--- config.mk ---
export PLATFORM = sky130hd
export DESIGN_NAME = hpd_irq_unit
export DESIGN_NICKNAME = d
export VERILOG_FILES = /design/src/rtl/hpd_pkg.sv /design/src/rtl/hpd_sync.sv /design/src/rtl/hpd_channel.sv /design/src/rtl/hpd_summary.sv /design/src/rtl/hpd_irq_unit.sv
export SDC_FILE = /design/constraint.sdc
export NUM_CORES = 1
export LEC_CHECK = 0
export ABC_AREA = 1
export ABC_CLOCK_PERIOD_IN_PS = 800
export BUFFER_PORTS_ARGS = -buffer_cell sky130_fd_sc_hd__buf_2
export CELL_PAD_IN_SITES_DETAIL_PLACEMENT = 1
export CELL_PAD_IN_SITES_GLOBAL_PLACEMENT = 2
export CORE_MARGIN = 2
export CORE_UTILIZATION = 16
export CTS_CLUSTER_SIZE = 16
export DETAILED_ROUTE_END_ITERATION = 6
export PLACE_DENSITY = 0.8
export RECOVER_POWER = 50
export SLEW_MARGIN = 0
export SYNTH_ARGS = -nofsm -noshare
export SYNTH_HDL_FRONTEND = slang
export SYNTH_SLANG_ARGS = --single-unit
--- constraint.sdc ---
create_clock -name clk -period 0.8 [get_ports clk]
set_input_delay 0.08 -clock clk [delete_from_list [all_inputs] [get_ports clk]]
set_output_delay 0.08 -clock clk [all_outputs]
set_load 0.005 [all_outputs]
--- src/rtl/hpd_pkg.sv ---
package hpd_pkg;

    localparam int unsigned DATA_W    = 32;
    localparam int unsigned CH_STRIDE = 4;

    // register offsets inside one channel window
    localparam int unsigned OFS_CTRL = 0;
    localparam int unsigned OFS_STAT = 1;
    localparam int unsigned OFS_ICTL = 2;

    // field positions
    localparam int unsigned BIT_DET_EN = 0;
    localparam int unsigned BIT_SENSE  = 0;
    localparam int unsigned BIT_IE     = 0;
    localparam int unsigned BIT_POL    = 1;
    localparam int unsigned BIT_ACK    = 2;
    localparam int unsigned BIT_SUMM   = 0;

    typedef struct packed {
        logic det_en;
        logic ie;
        logic pol;
    } hpd_cfg_t;

    typedef struct packed {
        logic sense;
        logic pending;
    } hpd_stat_t;

    // polarity 0 waits for attach (sense 1), polarity 1 waits for detach
    function automatic logic level_match(logic sense, logic pol);
        return sense ^ pol;
    endfunction

    function automatic int unsigned chan_addr(int unsigned ch, int unsigned ofs);
        return ch * CH_STRIDE + ofs;
    endfunction

endpackage

--- src/rtl/hpd_sync.sv ---
module hpd_sync #(
    parameter int unsigned STAGES = 2
) (
    input  logic clk,
    input  logic rst,
    input  logic d_i,
    output logic q_o
);
    logic [STAGES-1:0] chain;

    generate
        if (STAGES == 1) begin : g_one
            always_ff @(posedge clk) begin
                if (rst) chain <= '0;
                else     chain <= d_i;
            end
        end else begin : g_many
            always_ff @(posedge clk) begin
                if (rst) chain <= '0;
                else     chain <= {chain[STAGES-2:0], d_i};
            end
        end
    endgenerate

    assign q_o = chain[STAGES-1];
endmodule

--- src/rtl/hpd_channel.sv ---
module hpd_channel
    import hpd_pkg::*;
(
    input  logic              clk,
    input  logic              rst,
    input  logic              sense_sync_i,
    input  logic              wr_ctrl_i,
    input  logic              wr_ictl_i,
    input  logic [DATA_W-1:0] wdata_i,
    output hpd_cfg_t          cfg_o,
    output hpd_stat_t         stat_o
);
    hpd_cfg_t cfg;
    logic     pending;
    logic     ack;
    logic     hit;

    always_ff @(posedge clk) begin
        if (rst) begin
            cfg <= '0;
        end else begin
            if (wr_ctrl_i) cfg.det_en <= wdata_i[BIT_DET_EN];
            if (wr_ictl_i) begin
                cfg.ie  <= wdata_i[BIT_IE];
                cfg.pol <= wdata_i[BIT_POL];
            end
        end
    end

    assign ack = wr_ictl_i & wdata_i[BIT_ACK];
    assign hit = cfg.det_en & cfg.ie & level_match(sense_sync_i, cfg.pol);

    // acknowledge wins; a persisting match re-arms one edge later
    always_ff @(posedge clk) begin
        if (rst)      pending <= 1'b0;
        else if (ack) pending <= 1'b0;
        else if (hit) pending <= 1'b1;
    end

    assign cfg_o          = cfg;
    assign stat_o.sense   = cfg.det_en & sense_sync_i;
    assign stat_o.pending = pending;

    AST_ACK_CLEARS: assert property (@(posedge clk) disable iff (rst)
        ack |=> !pending);
    AST_PENDING_STICKY: assert property (@(posedge clk) disable iff (rst)
        (pending && !ack) |=> pending);
    AST_NO_SET_DISABLED: assert property (@(posedge clk) disable iff (rst)
        (!cfg.det_en && !pending) |=> !pending);
    AST_NO_SET_WITHOUT_IE: assert property (@(posedge clk) disable iff (rst)
        (!cfg.ie && !pending) |=> !pending);
endmodule

--- src/rtl/hpd_summary.sv ---
module hpd_summary #(
    parameter int unsigned NUM_CH = 2
) (
    input  logic              clk,
    input  logic              rst,
    input  logic [NUM_CH-1:0] pend_i,
    input  logic              clr_i,
    output logic              flag_o
);
    logic any_pend;
    logic flag;

    assign any_pend = |pend_i;

    always_ff @(posedge clk) begin
        if (rst)           flag <= 1'b0;
        else if (clr_i)    flag <= 1'b0;
        else if (any_pend) flag <= 1'b1;
    end

    assign flag_o = flag;

    AST_SUMMARY_SETS: assert property (@(posedge clk) disable iff (rst)
        (any_pend && !clr_i) |=> flag);
    AST_SUMMARY_CLEARS: assert property (@(posedge clk) disable iff (rst)
        clr_i |=> !flag);
    AST_SUMMARY_HOLDS: assert property (@(posedge clk) disable iff (rst)
        (flag && !clr_i) |=> flag);
endmodule

--- src/rtl/hpd_irq_unit.sv ---
module hpd_irq_unit
    import hpd_pkg::*;
#(
    parameter int unsigned NUM_CH      = 2,
    parameter int unsigned SYNC_STAGES = 2,
    parameter int unsigned ADDR_W      = 4
) (
    input  logic                  clk,
    input  logic                  rst,
    input  logic [NUM_CH-1:0]     sense_i,
    input  logic                  wr_en_i,
    input  logic [ADDR_W-1:0]     addr_i,
    input  logic [DATA_W-1:0]     wdata_i,
    output logic [DATA_W-1:0]     rdata_o,
    output logic                  irq_o
);
    localparam int unsigned DISP_ADDR = NUM_CH * CH_STRIDE;
    localparam int unsigned GLOB_ADDR = DISP_ADDR + 1;

    hpd_cfg_t          cfg  [NUM_CH];
    hpd_stat_t         stat [NUM_CH];
    logic [NUM_CH-1:0] pend_vec;
    logic              summ_flag;
    logic              glob_clr;

    generate
        for (genvar c = 0; c < NUM_CH; c++) begin : g_ch
            logic sense_sync;
            logic wr_ctrl;
            logic wr_ictl;

            hpd_sync #(.STAGES(SYNC_STAGES)) sync_i (
                .clk (clk),
                .rst (rst),
                .d_i (sense_i[c]),
                .q_o (sense_sync)
            );

            assign wr_ctrl = wr_en_i && (addr_i == ADDR_W'(chan_addr(c, OFS_CTRL)));
            assign wr_ictl = wr_en_i && (addr_i == ADDR_W'(chan_addr(c, OFS_ICTL)));

            hpd_channel chan_i (
                .clk          (clk),
                .rst          (rst),
                .sense_sync_i (sense_sync),
                .wr_ctrl_i    (wr_ctrl),
                .wr_ictl_i    (wr_ictl),
                .wdata_i      (wdata_i),
                .cfg_o        (cfg[c]),
                .stat_o       (stat[c])
            );

            assign pend_vec[c] = stat[c].pending;
        end
    endgenerate

    assign glob_clr = wr_en_i && (addr_i == ADDR_W'(GLOB_ADDR)) && wdata_i[BIT_SUMM];

    hpd_summary #(.NUM_CH(NUM_CH)) summ_i (
        .clk    (clk),
        .rst    (rst),
        .pend_i (pend_vec),
        .clr_i  (glob_clr),
        .flag_o (summ_flag)
    );

    always_comb begin
        rdata_o = '0;
        for (int c = 0; c < NUM_CH; c++) begin
            if (addr_i == ADDR_W'(chan_addr(c, OFS_CTRL)))
                rdata_o[BIT_DET_EN] = cfg[c].det_en;
            if (addr_i == ADDR_W'(chan_addr(c, OFS_STAT)))
                rdata_o[BIT_SENSE] = stat[c].sense;
            if (addr_i == ADDR_W'(chan_addr(c, OFS_ICTL))) begin
                rdata_o[BIT_IE]  = cfg[c].ie;
                rdata_o[BIT_POL] = cfg[c].pol;
            end
        end
        if (addr_i == ADDR_W'(DISP_ADDR))
            rdata_o[NUM_CH-1:0] = pend_vec;
        if (addr_i == ADDR_W'(GLOB_ADDR))
            rdata_o[BIT_SUMM] = summ_flag;
    end

    assign irq_o = summ_flag;

    AST_IRQ_NEEDS_PENDING: assert property (@(posedge clk) disable iff (rst)
        $rose(irq_o) |-> $past(|pend_vec));
endmodule

==> qor.csv <==
stage,metric,value,unit
synthesis,post-synth cell types,25,
cts,H-tree Lvls,1,
final_layout,fin nets,199,
setup_path,Worst Path Arrival,1.11,ns
synthesis,"Avg Cell Area, Syn",7.234,um^2
place,routability cong.,0.7834,
flow_run,Max Cap Violations,0,
sta,clk_skew,0.0005311,ns
sta,unrepaired setup endpoints after global routing,yes,
synthesis,Synth Area in Simple Gates,0.2838,
setup_path,"slowest stage delay, CP",0.32,ns
synthesis,Post-Syn Instances,128,
sta,setup violators final,4,
cts,clock slew at reported path FFs,0.06,ns
setup_path,CP max stage cell,dfxtp_2,
final_layout,FF+latch area,270.3,um^2
grt,gr ovfl total,0,
grt,largest net degree at the start of global routing,9,
pwr,combinational power share,0.159,
pwr,Psw,0.4182,mW
drt,drt total wl,2270,um
cts,root buffer cell,clkbuf_8,
die,Std-Cell Rows,27,
setup_path,CP most frequent cell,nand2_1,
drt,vias per inst,3.511,
setup_path,CP Capture Type,primary output,
setup_path,"critical path, cell by cell",inv_2 > nand2_1 > nand2_1 > nand2_1 > nand2_1 > nand2_1 > nand2_1 > nand3_1 > buf_2,
pwr,Power Dens Cells,1291,mW/mm^2
setup_path,Critical R2R Capture,g_ch[0].chan_i.pending$_SDFFE_PP0P_,
final_layout,Layout area overhead,27.43,%
setup_path,Buf/Inv on CP,2,
drt,DR vias,804,
outcome,failing checks,negative setup slack,
setup_path,Critical Path RT,0.72,ns
drt,Post-route DRC,0,
synthesis,mux cell area share after synthesis,0,
final_layout,fillers,709,
final_layout,final cell count without fillers,229,
drt,Routed Antenna Nets,0,
setup_path,worst-path fanout max,2,
setup_path,Reg2Reg Depth,6,
grt,initial antenna violation count,0,
die,Starting Density,0.1671,
drt,starting DRC count in detailed routing,40,
drt,Initial DRT Pass Iterations,4,
synthesis,Synth Area in Compound Gates,0.09459,
grt,number of global-route vias before repair,791,
die,core footprint,0.005540,mm^2
pwr,part of the power in registers,0.441,
die,DIE AREA,0.006411,mm^2
sta,period utilisation layout,1.491,
synthesis,main combinational cell family by area after synthesis,buffers and inverters,
grt,Tot GR Track Use,0.07506,
pwr,Leak,0.6005,nW
pwr,P_int,1.105,mW
place,DP Wirelength,1729,um
setup_path,Reg-to-Reg Start,g_ch[0].sync_i.chain[1]$_SDFF_PP0_,
die,Die Wd,80.07,um
worst_hold_path,Hold Crit Start,sense_i[0],
pwr,total power,1.524,mW
synthesis,Syn Std Cell Area,925.9,um^2
final_layout,area occupied by multi-input gates,500.5,um^2
drt,Wirelength per Cell,9.913,um
final_layout,layout cells sized above 1,0.3758,
pwr,switching share of power,0.2745,
cts,Clock Sinks,13,
synthesis,Synth Area in XOR/XNOR,0,
grt,first-pass GRT wire length,3622,um
cts,worst skew pair latency,0.25,ns
worst_hold_path,Hold Path Class,input pin to register,
outcome,status,finished with violations,
final_layout,Antenna diodes,0,
sta,worst setup margin,-0.3928,ns
synthesis,#FFs+latches synth,13,
sta,final hold violations,0,
worst_hold_path,Hold Path Stages,3,
cts,CTS Buf Count,3,
cts,CTS max path bufs,2,
setup_path,critical path type,register to primary output,
pwr,peak supply drop,0.5358,mV
worst_hold_path,Hold Path Sink,g_ch[0].sync_i.chain[0]$_SDFF_PP0_,
setup_path,startpoint types,register,
cts,TritonCTS clock tree,done,
die,die height,80.07,um
place,dpl cells,220,
sta,Final Max Slew Viols,0,
setup_path,CP top delay family,simple AND/OR/NAND/NOR gates,
setup_path,reg-to-reg setup timing slack,-0.20,ns
sta,fin crit period,1.193,ns
sta,maximum clock rate,838.4,MHz
die,# IOs,74,
synthesis,sequential share of the synthesized area,0.2811,
place,I/O Buffers,14,
pwr,share of total power in the clock network,0.400,
synthesis,Adder-Cell Fraction of Synth Area,0,
synthesis,yosys warns,0,
layout make-up:
class | instances | area share
tap | 72 | 0.07635
timing repair buffer | 28 | 0.1718
inverter | 19 | 0.06045
multi-input combinational | 93 | 0.4242
clock buffer | 4 | 0.03818
sequential | 13 | 0.2291
per-layer routing:
layer	track usage	share of wire	wire length [um]
met3	0.03483	0.10	238
met5	0	0	0
met4	0.02034	0.0088	20
met1	0.09165	0.43	979
met2	0.1183	0.45	1031
tightest hold or removal path, cell delays in order:
cell    delay [ns]
buf_2         0.07
inv_1         0.03
nor2_1        0.06
layout by cell type (no fill, tap or decap), types with 2 or more instances in the layout:
| cell type | count |
|---|---|
| nand4_1 | 3 |
| a21oi_1 | 6 |
| nand2_1 | 15 |
| dfxtp_2 | 8 |
| nand2_4 | 4 |
| o21ai_0 | 4 |
| o211ai_1 | 2 |
| clkbuf_8 | 3 |
| o21ai_1 | 2 |
| inv_1 | 14 |
| nand2_2 | 2 |
| nor2_1 | 8 |
| dfxtp_1 | 5 |
| buf_6 | 4 |
| buf_4 | 10 |
| nor2_2 | 2 |
| nand3_1 | 3 |
| inv_2 | 5 |
| buf_2 | 11 |
| nand3_2 | 4 |
| clkbuf_1 | 3 |
| conb_1 | 30 |
logic make-up (layout without fill, tap and decap cells):
| family | count (synthesis) | count (layout) |
|---|---|---|
| compound gates | 16 | 16 |
| buf+inv | 51 | 51 |
| other cells | 1 | 30 |
| flops | 13 | 13 |
| simple gates | 47 | 47 |
flip-flops by register name, indices dropped and copies added, names as in the netlist:
register / count
g_ch.chan_i.pending: 2
g_ch.chan_i.cfg_o: 6
g_ch.sync_i.chain: 4
summ_i.flag_o: 1
synth_stat cells, drive strengths merged:
cell,number,area (um^2)
nor3,1,5.000
clkbuf,1,3.750
inv,19,71.32
o21ai,6,30.02
buf,31,236.5
o21bai,1,7.510
nand3,7,40.04
nand2,21,101.3
and3,1,7.510
nand2b,1,6.260
nor3b,1,12.51
dfxtp,13,260.3
nand4,3,18.77
a21oi,7,35.03
nor2,12,71.32
o211ai,2,15.01
conb,1,3.750
worst max-delay path by stage:
stage,from,to,slack [ns],cells after the start
4_1_cts,g_ch[0].sync_i.chain[1]$_SDFF_PP0_,rdata_o[0],-0.40,9
3_5_place_dp,g_ch[0].sync_i.chain[1]$_SDFF_PP0_,rdata_o[0],-0.17,9
3_3_place_gp,addr_i[1],rdata_o[1],-0.17,6
2_1_floorplan,g_ch[0].chan_i.cfg_o[2]$_SDFFE_PP0P_,rdata_o[0],0.03,8
6_report,g_ch[0].sync_i.chain[1]$_SDFF_PP0_,rdata_o[0],-0.39,9
5_1_grt,g_ch[0].sync_i.chain[1]$_SDFF_PP0_,rdata_o[0],-0.55,9
metrics by stage:
| stage | setup TNS, ns | setup slack (ns) | hold WS, ns | util | area [um^2] |
|---|---|---|---|---|---|
| floorplan | 0 | 0.03281 | 0.1870 | - | 1035 |
| global placement | -0.6628 | -0.1749 | 0.2800 | 0.1868 | 1035 |
| detailed placement | -0.7047 | -0.1706 | 0.2897 | 0.1868 | 1035 |
| CTS | -0.7468 | -0.4049 | 0.02683 | 0.2060 | 1141 |
| global route | -1.163 | -0.5516 | 0.05215 | 0.2130 | 1180 |
| finish | -0.8059 | -0.3928 | 0.03009 | 0.2130 | 1180 |
power groups by stage:
stage	sequential (mW)	clock [mW]	combinational [mW]
4_1_cts	0.670	0.645	0.236
5_1_grt	0.672	0.676	0.278
3_5_place_dp	0.684	0	0.222
3_3_place_gp	0.683	0	0.221
6_report	0.671	0.610	0.243
2_1_floorplan	0.682	0	0.232
timing repair:
item | CTS | global route
pin swaps | 5 | 5
setup buffers | 4 | 1
hold buffers | 0 | 0
setup endpoints to repair | 5 | 6
resized for setup | 13 | 12
hold endpoints to repair | 0 | 0
No activity file was read; power rests on OpenSTA's default activity.
